$ cat src/rtl/iter_divider.sv
module iter_divider #(
  parameter int W = 16
) (
  input  logic         clk,
  input  logic         rst_n,
  input  logic         start,
  input  logic         is_signed,
  input  logic         wide,
  input  logic [W-1:0] dvd_hi,
  input  logic [W-1:0] dvd_lo,
  input  logic [W-1:0] divisor,
  output logic         busy,
  output logic         done,
  output logic [W-1:0] quot,
  output logic [W-1:0] rem,
  output logic         div_zero,
  output logic         ovf
);

  localparam int CW = $clog2(W);
  localparam logic [CW-1:0] LAST = CW'(W - 1);
  localparam logic [W-1:0] MIN_NEG = {1'b1, {(W-1){1'b0}}};

  // operand capture: extend, then take magnitudes
  logic [2*W-1:0] ext;
  logic           a_neg, b_neg;
  logic [2*W-1:0] a_mag;
  logic [W-1:0]   b_mag;

  assign ext   = wide ? {dvd_hi, dvd_lo} : {{W{is_signed & dvd_lo[W-1]}}, dvd_lo};
  assign a_neg = is_signed & ext[2*W-1];
  assign a_mag = a_neg ? -ext : ext;
  assign b_neg = is_signed & divisor[W-1];
  assign b_mag = b_neg ? -divisor : divisor;

  logic [CW-1:0] cnt;
  logic [W-1:0]  prem, qacc, bm;
  logic          q_neg, r_neg, sgn_r, dz_r, povf_r;

  // one restoring step
  logic [W:0]   sh, diff;
  logic         ge;
  logic [W-1:0] nprem, nq;
  logic         sov;

  assign sh    = {prem, qacc[W-1]};
  assign diff  = sh - {1'b0, bm};
  assign ge    = sh >= {1'b0, bm};
  assign nprem = ge ? diff[W-1:0] : sh[W-1:0];
  assign nq    = {qacc[W-2:0], ge};
  assign sov   = sgn_r & (q_neg ? (nq > MIN_NEG) : nq[W-1]);

  always_ff @(posedge clk or negedge rst_n) begin
    if (!rst_n) begin
      busy     <= 1'b0;
      done     <= 1'b0;
      cnt      <= '0;
      prem     <= '0;
      qacc     <= '0;
      bm       <= '0;
      q_neg    <= 1'b0;
      r_neg    <= 1'b0;
      sgn_r    <= 1'b0;
      dz_r     <= 1'b0;
      povf_r   <= 1'b0;
      quot     <= '0;
      rem      <= '0;
      div_zero <= 1'b0;
      ovf      <= 1'b0;
    end else begin
      done <= 1'b0;
      if (!busy) begin
        if (start) begin
          busy   <= 1'b1;
          cnt    <= '0;
          prem   <= a_mag[2*W-1:W];
          qacc   <= a_mag[W-1:0];
          bm     <= b_mag;
          q_neg  <= a_neg ^ b_neg;
          r_neg  <= a_neg;
          sgn_r  <= is_signed;
          dz_r   <= (divisor == '0);
          povf_r <= (a_mag[2*W-1:W] >= b_mag);
        end
      end else begin
        prem <= nprem;
        qacc <= nq;
        cnt  <= cnt + 1'b1;
        if (cnt == LAST) begin
          busy     <= 1'b0;
          done     <= 1'b1;
          div_zero <= dz_r;
          ovf      <= !dz_r && (povf_r || sov);
          quot     <= dz_r ? '1 : (q_neg ? -nq : nq);
          rem      <= dz_r ? '0 : (r_neg ? -nprem : nprem);
        end
      end
    end
  end

  p_busy_after_start_r2: assert property (@(posedge clk) disable iff (!rst_n)
    (!busy && start) |=> busy);
  p_done_one_cycle_r2: assert property (@(posedge clk) disable iff (!rst_n)
    done |=> !done);
  p_done_idle_r2: assert property (@(posedge clk) disable iff (!rst_n)
    done |-> !busy);
  p_busy_end_done_r2: assert property (@(posedge clk) disable iff (!rst_n)
    $fell(busy) |-> done);
  p_no_restart_r3: assert property (@(posedge clk) disable iff (!rst_n)
    (busy && cnt != LAST) |=> (busy && cnt == $past(cnt) + 1'b1));
  p_zero_not_ovf_r9: assert property (@(posedge clk) disable iff (!rst_n)
    div_zero |-> !ovf);
  p_hold_outputs_r10: assert property (@(posedge clk) disable iff (!rst_n)
    !done |-> ($stable(quot) && $stable(rem) && $stable(ovf) && $stable(div_zero)));

endmodule

$ cat config.mk
export PLATFORM = sky130hd
export DESIGN_NAME = iter_divider
export DESIGN_NICKNAME = d
export VERILOG_FILES = /design/src/rtl/iter_divider.sv
export SDC_FILE = /design/constraint.sdc
export NUM_CORES = 1
export LEC_CHECK = 0
export ABC_AREA = 1
export CORE_MARGIN = 8
export CORE_UTILIZATION = 60
export DETAILED_ROUTE_END_ITERATION = 16
export DONT_BUFFER_PORTS = 1
export MAX_ROUTING_LAYER = met4
export PLACE_DENSITY = 0.87
export SYNTH_ARGS = -nofsm -noshare
export SYNTH_HDL_FRONTEND = slang
export SYNTH_SLANG_ARGS = --single-unit
$ cat constraint.sdc
create_clock -name clk -period 3.55 [get_ports clk]
set_clock_uncertainty 0.05 [all_clocks]
set_input_delay 0.1775 -clock clk [delete_from_list [all_inputs] [get_ports clk]]
set_output_delay 0.1775 -clock clk [all_outputs]
set_load 0.05 [all_outputs]
-- Word-level counts from Yosys, hierarchy flattened
Index checks and enable logic that the tools add are counted.
- flip-flop bits (word level): 93
- bits of input ports: 53
- output and inout port bits: 36
- word-level logic and storage cells: 58
- add/sub/neg operators: 6
- order comparisons: 3
- equality and inequality tests: 1
- muxes and demuxes: 20
- bitwise gates (word level): 6
- reduce and logical (&&, ||, !) cells: 7
- operator list (kind ; count):
    $mux W16 ; 10
    $mux W32 ; 2
    $neg A16 Y16 ; 3
    $neg A32 Y32 ; 1
    $ge A17 B16 Y1 ; 1
    $ge A16 B16 Y1 ; 1
    $gt A16 B16 Y1 const B ; 1
    $logic_not A16 Y1 ; 1
    $sub A16 B16 Y16 ; 1
    $mux W4 ; 2
    $mux W1 ; 6
    $add A4 B1 Y4 const B ; 1
    $and A1 B1 Y1 ; 4
    $eq A4 B4 Y1 const B ; 1
    $reduce_and A2 Y1 ; 2
    $reduce_bool A2 Y1 ; 1
    $logic_and A1 B1 Y1 ; 1
    $logic_not A1 Y1 ; 1
    $logic_or A1 B1 Y1 ; 1
    $not A1 Y1 ; 1
    $xor A1 B1 Y1 ; 1

-- Longest topological paths before layout
Gate-level depths: netlist of run 1.
- depth in word-level cells: 6
- depth in mapped cells: 24
- gate-level depth less buffers: 22

-- Worst setup path before layout of run 1
No wires, ideal clock.
- path kind: reg2reg
- start point: register prem[1]
- end point: register quot[14]
- setup time: 120 ps
- arrival time: 2687 ps
- required time: 3380 ps
- path slack: 693 ps
- stages on the path, launching flop included: 21
- buffers on the path: 1
- period minus slack after synthesis: 2857 ps
- path through: dfrtp_1 -> ha_1 -> buf_6 -> nand2_2 -> nand2_1 -> nand2_1 -> nand2_1 -> nand2_1 -> nand3_2 -> nand2_4 -> nand2_8 -> inv_2 -> ha_1 -> nand4_1 -> nor4_1 -> nand2_1 -> nand2_1 -> o21ai_0 -> xor2_1 -> o22ai_1 -> inv_1
- longest elaborated chain between the ends: 4
- RTL lines (what ; RTL line ; text):
    start: declaration ; 37 ; logic [W-1:0] prem, qacc, bm;
    start signal: assignment ; 76 ; prem <= a_mag[2*W-1:W];
    start signal: assignment ; 86 ; prem <= nprem;
    $ge A17 B16 Y1 ; 48 ; assign ge = sh >= {1'b0, bm};
    $neg A16 Y16 ; 94 ; quot <= dz_r ? '1 : (q_neg ? -nq : nq);
    $mux W16 (2 in series) ; 94 ;
    end signal: assignment ; 94 ;
    end: declaration ; 14 ; output logic [W-1:0] quot,
Every way passes these cells.
A chain may end at the register's enable or synchronous reset.

-- Worst setup path in the final report of run 1
- start point: register prem[13]
- end point: register quot[14]
The elaborated chain is that of the path after synthesis.

==> impl_metrics.py, run 1 <==
metrics = {
    "route": {
        "vias": 7203,
        "ant_nets": 0,
        "drtIter0Drc": 882,
        "wire_per_inst_um": 17.3,
        "avgViaCountPerCell": 5.90,
        "firstDrtPassIters": 5,
        "routed_wl_um": 21100,
        "drc": 0,
    },
    "timing": {
        "finalSetupViolCount": 0,
        "worst_slew_pin_slew_ns": 0.954,
        "post-route-min-period_ns": 3.18,
        "max_freq_mhz": 314,
        "slew_headroom": 0.364,
        "timing.final.crit_share": 0.897,
        "rsz0062_at_grt": "no",
        "hold_viol_final": 0,
        "tns_ns": 0,
        "slew_violations": 0,
    },
    "synthesis": {
        "synth_area_um2": 7330,
        "synth_edf_count": 0,
        "yosys.area.top_type": "dfrtp_1",
        "yosysUniqueCellTypes": 46,
        "yosysSeqAreaShare": 0.317,
        "synth_area_leaders": "dfrtp_1, nand2_1, inv_1",
        "syn_nets": 1161,
        "synth.top_cell.area_share": 0.317,
        "ys_seq_elements": 93,
        "ys_warn_count": 0,
        "yosys_most_used_dff": "dfrtp_1",
        "syn_avg_cell_area_um2": 6.85,
        "async_flop_share": 1.00,
        "syn_inst": 1070,
    },
    "cts": {
        "cts.sinks": 93,
        "cts_made_buffers": 9,
        "cts_setup_buffers": 0,
        "insertion_delay_ns": 0.35,
        "clock-root-buffer": "clkbuf_16",
        "h-tree-depth": 3,
        "cts_tree": "built",
        "cts.path.max_buffers": 2,
        "path_clk_slew_ns": 0.07,
    },
    "critical_path": {
        "critPathRequiredTime_ns": 3.74,
        "slowest_stage": "dfrtp_1",
        "criticalPathCategory": "reg2reg",
        "crit_fanout": 8,
        "cpMostUsedCell": "nand2_1",
        "path_cells": "ha_1 -> nand2_1 -> nand2_1 -> a21oi_1 -> nand2_1 -> nor2_4 -> nand2_8 -> inv_2 -> ha_1 -> nand4_1 -> nor4_2 -> nand2_1 -> nand2_1 -> o21ai_0 -> xor2_1 -> o22ai_1 -> inv_1",
        "crit_path_start_kind": "flip-flop",
        "max_stage_delay_ns": 0.41,
        "critPathArrivalTime_ns": 3.37,
        "endpoint_kind": "flip-flop",
    },
    "global_route": {
        "grt_pass1_vias": 6843,
        "global_route.usage.met3": 0.0674,
        "grt_pass1_wl_um": 34200,
        "grt_util_met2": 0.408,
        "grt_antenna_before_repair": 0,
        "grt.busiest_layer": "met2",
        "grt_max_degree": 94,
        "grt_overflow": 0,
        "grt_use_total": 0.272,
        "gr-usage-met1": 0.341,
    },
    "floorplanning": {
        "die_area_um2": 16000,
        "top_level_ports": 89,
        "num_rows": 40,
        "die_h_um": 127,
        "coreArea_um2": 12000,
        "start_util": 0.613,
        "die_w_um": 127,
    },
    "status": {
        "status": "finished clean",
    },
    "job": {
        "cap_violations": 0,
    },
    "place": {
        "gp_routability_congestion": 0.955,
        "portBuffers": 0,
        "hpwlAfterDp_um": 16100,
    },
    "finish": {
        "antennaDiodeCount": 0,
        "area_delta_synth_final_pct": 7.15,
        "drive_gt1_frac": 0.0727,
        "layout.nets": 1159,
    },
    "min_path": {
        "hold_class": "in2reg",
    },
}
-- area by class of cell --
| type | count | area (um^2) |
|---|---|---|
| clock buffers | 11 | 243 |
| fillers | 973 | 4100 |
| flip-flops and latches | 93 | 2330 |
| well taps | 147 | 184 |
| inverters | 155 | 582 |
| repair buffers | 20 | 188 |
| multi-input cells | 789 | 4270 |
| clock inverters | 5 | 67.6 |
-- cell usage in the layout (no fill, tap or decap), types with 2 or more instances in the layout --
| cell type | instances |
|---|---|
| a21oi_1 | 36 |
| a22oi_1 | 4 |
| a31oi_1 | 11 |
| buf_4 | 12 |
| clkbuf_16 | 9 |
| clkinv_4 | 2 |
| dfrtp_1 | 93 |
| dlygate4sd3_1 | 7 |
| ha_1 | 37 |
| inv_1 | 150 |
| inv_2 | 4 |
| nand2_1 | 314 |
| nand2_2 | 16 |
| nand2_4 | 4 |
| nand3_1 | 68 |
| nand3_2 | 8 |
| nand4_1 | 12 |
| nor2_1 | 90 |
| nor2_2 | 6 |
| nor2_4 | 4 |
| nor3_1 | 9 |
| nor3_2 | 3 |
| nor4_1 | 4 |
| o211ai_1 | 8 |
| o21ai_0 | 50 |
| o21ai_1 | 9 |
| o221ai_1 | 19 |
| o22ai_1 | 7 |
| o31ai_1 | 3 |
| or2_2 | 2 |
| xnor2_1 | 17 |
| xor2_1 | 35 |
-- cells in the mapped netlist, drive strengths merged, types with 12 or more instances --
master  instances
a21oi          36
buf            13
clkbuf         20
dfrtp          93
ha             37
inv           154
nand2         335
nand3          76
nand4          12
nor2          100
nor3           12
o21ai          60
o221ai         19
xnor2          17
xor2           35
-- cells by family after synthesis --
family / after synthesis / share of synthesized area
AO/OA/AOI/OAI: 153 / 0.125
XOR/XNOR: 52 / 0.0621
adder cells (fa/ha/maj): 38 / 0.0658
buffers and inverters: 188 / 0.102
flip-flops: 93 / 0.317
AND/OR/NAND/NOR: 546 / 0.327
-- critical path, delay by kind of cell, from the launching register on --
family	cells	cell delay, ns
compound gates	3	0.45
xor+xnor	1	0.17
fa+ha+maj	2	0.57
buf+inv	2	0.13
flops	1	0.41
simple gates	9	1.29
-- layer usage --
layer | wire [um] | vias up
li1 | - | 3447
met1 | 8820 | 3322
met2 | 9350 | 375
met3 | 2300 | 59
met4 | 648 | 0
met5 | 0 | -
-- through the flow --
step                      worst slack, ns  instance area, um^2  hold slack, ns  instances  utilization
after floorplan                     0.693                 7330          -0.168       1070            -
after global placement              0.434                 7440          -0.163       1196        0.622
after detailed placement            0.304                 7440          -0.163       1196        0.622
after CTS                           0.303                 7850          0.0102       1220        0.656
after global routing                0.106                 7860          0.0241       1220        0.657
final                               0.366                 7860         0.00748       1220        0.657
-- worst paths after layout --
check	from	to	slack, ns	cells past startpoint
max in group asynchronous	rst_n	bm[7]	2.73	2
setup / recovery	prem[13]	quot[14]	0.37	17
min in group asynchronous	rst_n	rem[12]	0.38	2
setup reg to reg	prem[13]	quot[14]	0.37	17
hold reg to reg	bm[14]	bm[14]	0.44	2
hold / removal	dvd_lo[14]	qacc[14]	0.007	2
-- sequential cells by signal, indices dropped and copies added, names as in the netlist --
name / cells
sgn_r: 1
cnt: 4
r_neg: 1
prem: 16
dz_r: 1
rem: 16
bm: 16
busy: 1
q_neg: 1
ovf: 1
qacc: 16
povf_r: 1
div_zero: 1
done: 1
quot: 16
-- repair_timing --
action	in CTS	in global routing
resized for setup	0	2
hold buffers	8	0
endpoints found under the hold margin	100	0
setup endpoints to repair	0	2
Power of run 1 is not shown: default switching activity piles up to over one toggle a cycle in this logic, so the estimate is an artifact.
==> run 2: changes to the inputs <==
--- a/config.mk
+++ b/config.mk
@@ -5,7 +5,7 @@
 export SDC_FILE = /design/constraint.sdc
 export NUM_CORES = 1
 export LEC_CHECK = 0
-export ABC_AREA = 1
+export ABC_AREA = 0
 export CORE_MARGIN = 8
 export CORE_UTILIZATION = 60
 export DETAILED_ROUTE_END_ITERATION = 16
==> run 2 against run 1 <==
Against the previous run:
- synthesized area is 1.8% lower
- core utilization is 1.5 points higher
- fmax is 6.8% lower
- worst setup slack worse by 0.23 ns
- synthesized cell count is 17% lower
- sequential share of layout area is 0.42 points lower
- register-to-register slack worse by 0.23 ns
- critical path depth is 2 lower
- wire length is 6.9% lower
- via count is 7.9% lower
- non-clock buffer count is 28 higher
- critical path type unchanged
==> impl_metrics.py, run 2 <==
metrics = {
    "cts": {
        "cts.path.max_buffers": 2,
        "path_clk_slew_ns": 0.07,
        "clock-root-buffer": "clkbuf_16",
        "insertion_delay_ns": 0.36,
        "cts_tree": "built",
        "cts.sinks": 93,
        "cts_made_buffers": 9,
        "h-tree-depth": 3,
    },
    "finish": {
        "final_common_cell": "nand2_1",
        "antennaDiodeCount": 0,
        "instances_no_fill": 1053,
        "layout.nets": 992,
        "final_util": 0.672,
        "drive_gt1_frac": 0.120,
        "fillerInstances": 926,
        "area_delta_synth_final_pct": 10.7,
        "final_cell_mix": "nand2_1, dfrtp_1, o21ai_0",
    },
    "critical_path": {
        "crit_path_start_kind": "flip-flop",
        "slowest_stage": "dfrtp_1",
        "r2r-start": "bm[8]",
        "ff2ff_path_depth": 15,
        "reg2reg_to": "rem[14]",
        "critPathBufInv": 2,
        "cpMostUsedCell": "o21ai_2",
        "critPathTopFamily": "compound AO/OA/AOI/OAI gates",
        "critPathRequiredTime_ns": 3.74,
        "max_stage_delay_ns": 0.40,
        "rrSetupSlack_ns": 0.13,
        "endpoint_kind": "flip-flop",
        "critPathArrivalTime_ns": 3.61,
        "crit_fanout": 8,
        "path_cells": "inv_2 -> ha_4 -> a21o_1 -> o2bb2ai_2 -> a221o_1 -> a211o_4 -> buf_4 -> o21ai_2 -> ha_2 -> nand4_1 -> mux2i_4 -> o21ai_2 -> o31ai_2 -> xor2_1 -> o21ai_1",
        "criticalPathCategory": "reg2reg",
    },
    "floorplanning": {
        "coreArea_um2": 11900,
        "start_util": 0.607,
        "top_level_ports": 89,
        "die_h_um": 126,
        "die_w_um": 126,
        "die_area_um2": 15800,
        "num_rows": 40,
    },
    "place": {
        "gp_routability_congestion": 0.976,
        "portBuffers": 0,
        "dp.cells": 1025,
        "hpwlAfterDp_um": 14500,
    },
    "timing": {
        "slew_violations": 0,
        "post-route-min-period_ns": 3.42,
        "timing.final.crit_share": 0.962,
        "slew_headroom": 0.271,
        "worst_slew_pin_slew_ns": 1.09,
        "tns_ns": 0,
        "hold_viol_final": 0,
        "finalSetupViolCount": 0,
        "max_freq_mhz": 293,
        "rsz0062_at_grt": "yes",
    },
    "route": {
        "ant_nets": 0,
        "wire_per_inst_um": 18.7,
        "vias": 6631,
        "firstDrtPassIters": 5,
        "routed_wl_um": 19700,
        "drc": 0,
        "avgViaCountPerCell": 6.30,
        "drtIter0Drc": 654,
    },
    "min_path": {
        "hold_depth": 2,
        "hold_class": "in2reg",
        "worstHoldStart": "start",
        "hold_path_end": "qacc[4]",
    },
    "synthesis": {
        "syn_avg_cell_area_um2": 8.10,
        "synth_area_um2": 7210,
        "yosysSeqAreaShare": 0.323,
        "synth_edf_count": 0,
        "async_flop_share": 1.00,
        "yosys.area.top_type": "dfrtp_1",
        "syn_nets": 981,
        "ys_warn_count": 0,
        "synthMostInstantiatedCell": "nand2_1",
        "ys_top_cells_by_count": "nand2_1, dfrtp_1, o21ai_0",
        "syn_inst": 890,
        "yosysUniqueCellTypes": 71,
        "yosys_most_used_dff": "dfrtp_1",
        "synth_area_leaders": "dfrtp_1, nand2_1, ha_1",
        "ys_seq_elements": 93,
        "synth.top_cell.area_share": 0.323,
    },
    "job": {
        "cap_violations": 0,
    },
    "global_route": {
        "grt_overflow": 0,
        "grt_use_total": 0.256,
        "grt_pass1_wl_um": 32200,
        "grt_max_degree": 94,
        "grt_pass1_vias": 6449,
        "grt_antenna_before_repair": 0,
    },
    "power_and_ir_drop": {
        "p_leak_nw": 3.45,
        "ir_drop_mv": 0.502,
        "total_power_mw": 9.52,
        "power_density_nw_per_um2": 1190,
    },
    "status": {
        "status": "finished clean",
    },
}
==> run 2: cell families after synthesis <==
group           after synthesis  share of synthesized area
xor+xnor                     76                     0.0924
buf+inv                      79                     0.0479
compound gates              261                      0.232
mux                          22                     0.0328
flops                        93                      0.323
fa+ha+maj                    38                     0.0670
simple gates                321                      0.205
==> run 2: metal layers <==
metal,up-vias,track usage,routed length [um],share of wire
li1,3178,-,-,-
met1,3129,0.333,8520,0.43
met2,296,0.378,8680,0.44
met3,28,0.0722,2180,0.11
met4,0,0.0788,285,0.014
met5,-,-,0,0
==> run 2: how the worst max path moves through the flow <==
stage / start / to / cells after the start
after floorplan: prem[7] / rem[14] / 17
after global placement: bm[10] / rem[14] / 16
after detailed placement: bm[8] / rem[14] / 15
after CTS: bm[8] / rem[8] / 14
after global routing: bm[6] / rem[14] / 16
final: bm[8] / rem[14] / 15
==> run 2: what timing repair did <==
item / CTS / global route
endpoints found under the hold margin: 118 / 0
buffers inserted: 0 / 5
hold buffers: 7 / 0
cloned: 0 / 0
resized for setup: 1 / 21
setup endpoints to repair: 1 / 12
pin swaps: 0 / 9
==> run 2: cell type report <==
type	count	area [um^2]	area share
multi-input combinational	718	4650	0.583
clock buffer	9	225	0.0282
clock inverter	7	67.6	0.00847
tap	147	184	0.0231
sequential	93	2330	0.292
inverter	31	119	0.0149
timing repair buffer	48	403	0.0505
==> run 2: power by group <==
part	leakage (nW)	switching [mW]	internal, mW
Clock	0.145	0.471	0.494
Combinational	2.18	3.38	2.49
Sequential	1.12	1.12	1.57
==> run 2: stage by stage <==
| stage | setup WS [ns] | hold WS [ns] | instance area (um^2) |
|---|---|---|---|
| 2_1_floorplan | 0.00452 | -0.168 | 7230 |
| 3_3_place_gp | 0.162 | -0.165 | 7450 |
| 3_5_place_dp | 0.0142 | -0.166 | 7450 |
| 4_1_cts | 0.0472 | 0.000486 | 7830 |
| 5_1_grt | -0.0419 | 0.00131 | 7980 |
| 6_report | 0.134 | 0.00570 | 7980 |
(Power assumes the default switching activity.)
==> run 3: changes to the inputs <==
--- a/config.mk
+++ b/config.mk
@@ -10,6 +10,7 @@
 export CORE_UTILIZATION = 60
 export DETAILED_ROUTE_END_ITERATION = 16
 export DONT_BUFFER_PORTS = 1
+export GPL_TIMING_DRIVEN = 0
 export MAX_ROUTING_LAYER = met4
 export PLACE_DENSITY = 0.87
 export SYNTH_ARGS = -nofsm -noshare
==> constraint.sdc (replaced) <==
create_clock -name clk -period 3.2 [get_ports clk]
set_clock_uncertainty 0.05 [all_clocks]
set_input_delay 0.16 -clock clk [delete_from_list [all_inputs] [get_ports clk]]
set_output_delay 0.16 -clock clk [all_outputs]
set_load 0.05 [all_outputs]
==> run 3 against run 2 <==
Against the previous run:
- the flow now finishes with violations (negative setup slack)
- largest cell class unchanged
- global-route usage up 2.1 points
- wire length up 28%
- critical path type unchanged
- sequential cell count unchanged
- count of clock-buffer cells in the layout up 1
- sequential share of layout area down 3.3 points
- die area unchanged
- non-clock buffer count up 66
- critical endpoint is now rem[10]
- critical path depth up 2
- core utilization up 8.7 points
- fmax down 9.6%
==> impl_metrics.py, run 3 (same netlist as run 2, synthesis figures left out) <==
metrics = {
    "status": {
        "status": "finished with violations",
        "violations": "negative setup slack",
    },
    "timing": {
        "timing.final.crit_share": 1.18,
        "rsz0062_at_grt": "yes",
        "slew_violations": 0,
        "finalSetupViolCount": 33,
        "fin_ws_ns": -0.578,
        "post-route-min-period_ns": 3.78,
        "hold_viol_final": 0,
        "worst_slew_pin_slew_ns": 0.905,
        "max_freq_mhz": 265,
        "slew_headroom": 0.389,
    },
    "min_path": {
        "worstHoldStart": "divisor[1]",
        "hold_class": "in2reg",
    },
    "floorplanning": {
        "die_area_um2": 15800,
        "num_rows": 40,
        "die_h_um": 126,
        "coreArea_um2": 11900,
        "start_util": 0.607,
        "top_level_ports": 89,
        "die_w_um": 126,
    },
    "place": {
        "placed_cell_area_um2": 7430,
        "dp.cells": 1037,
        "gp_routability_congestion": 0.956,
        "portBuffers": 0,
        "hpwlAfterDp_um": 15300,
    },
    "critical_path": {
        "crit_path_start_kind": "flip-flop",
        "critPathRequiredTime_ns": 3.39,
        "criticalPathCategory": "reg2reg",
        "crit_fanout": 7,
        "endpoint_kind": "flip-flop",
        "r2r-start": "prem[4]",
        "critPathArrivalTime_ns": 3.97,
        "cp-startpoint": "prem[4]",
    },
    "route": {
        "drtIter0Drc": 1105,
        "wire_per_inst_um": 22.5,
        "avgViaCountPerCell": 6.77,
        "drc": 0,
        "routed_wl_um": 25200,
        "ant_nets": 0,
        "firstDrtPassIters": 6,
        "vias": 7581,
    },
    "finish": {
        "final_area_um2": 9010,
        "area_delta_synth_final_pct": 25.0,
        "instances_no_fill": 1119,
        "drive_gt1_frac": 0.212,
        "antennaDiodeCount": 0,
        "layout.nets": 1058,
        "final_cell_mix": "nand2_1, dfrtp_1, o21ai_0",
        "final_common_cell": "nand2_1",
    },
    "cts": {
        "cts.sinks": 93,
        "cts.path.max_buffers": 2,
        "clock-root-buffer": "clkbuf_16",
        "cts_made_buffers": 9,
        "h-tree-depth": 3,
        "path_clk_slew_ns": 0.07,
        "cts_tree": "built",
        "insertion_delay_ns": 0.36,
    },
    "global_route": {
        "grt_use_total": 0.277,
        "grt_pass1_wl_um": 34500,
        "grt_overflow": 0,
        "grt_max_degree": 94,
        "grt_pass1_vias": 6704,
        "grt_antenna_before_repair": 0,
    },
    "job": {
        "cap_violations": 0,
    },
}
[run 3: cell types whose count changed in the layout (fill, tap and decap cells not counted), sizes merged]
cell and delta:
buf +38, clkbuf +31, dlygate4sd3 -2, inv -2, bufinv +1, clkinv -1, clkinvlp +1
[run 3: final timing paths]
path | to | slack [ns] | cells after the start
max | rem[10] | -0.58 | 17
min reg2reg | bm[9] | 0.44 | 2
min in group asynchronous | prem[9] | 0.37 | 2
min | bm[1] | 0.007 | 2
max reg2reg | rem[10] | -0.58 | 17
max in group asynchronous | prem[2] | 2.34 | 2
[run 3: cell type report]
cell class,count,area (um^2)
plain buffers,45,253
inverters,31,119
clock buffers,10,229
multi-input cells,718,5210
repair buffers,69,612
well taps,147,184
flip-flops and latches,93,2330
clock inverters,6,71.3
fillers,754,2850
[run 3: worst max-delay path: stages (launching register included)]
cell and delay [ns]:
dfrtp_1 0.45, ha_1 0.31, buf_4 0.16, nand2_1 0.12, or3_4 0.36, a311oi_2 0.38
a211o_1 0.17, buf_6 0.12, inv_4 0.04, buf_12 0.12, mux2i_4 0.22, ha_4 0.18
nand4_1 0.13, mux2i_4 0.22, o21ai_2 0.09, buf_4 0.15, and3_4 0.18, o41ai_4 0.21
[run 3: timing repair]
action,4_1_cts,5_1_grt
pin swaps,26,52
setup endpoints to repair,21,32
hold buffers,5,0
hold endpoints to repair,97,0
gates resized for setup,65,86
setup buffers,24,41
[run 3: stage by stage]
step	worst slack (ns)	setup TNS (ns)	util	hold slack, ns
global placement	-0.777	-5.81	0.626	-0.183
finish	-0.578	-7.36	0.759	0.00747
CTS	-0.521	-3.45	0.701	0.00758
global route	-0.724	-10.75	0.759	0.0276
floorplan	-0.332	-1.16	-	-0.186
detailed placement	-0.859	-6.42	0.626	-0.184
[run 3: layer usage]
layer,part of all wire,up-vias,GRT usage
li1,-,3298,-
met1,0.36,3506,0.338
met2,0.46,629,0.431
met3,0.13,148,0.0705
met4,0.051,0,0.107
met5,0,-,-
Power of run 3 is left out for the same reason.
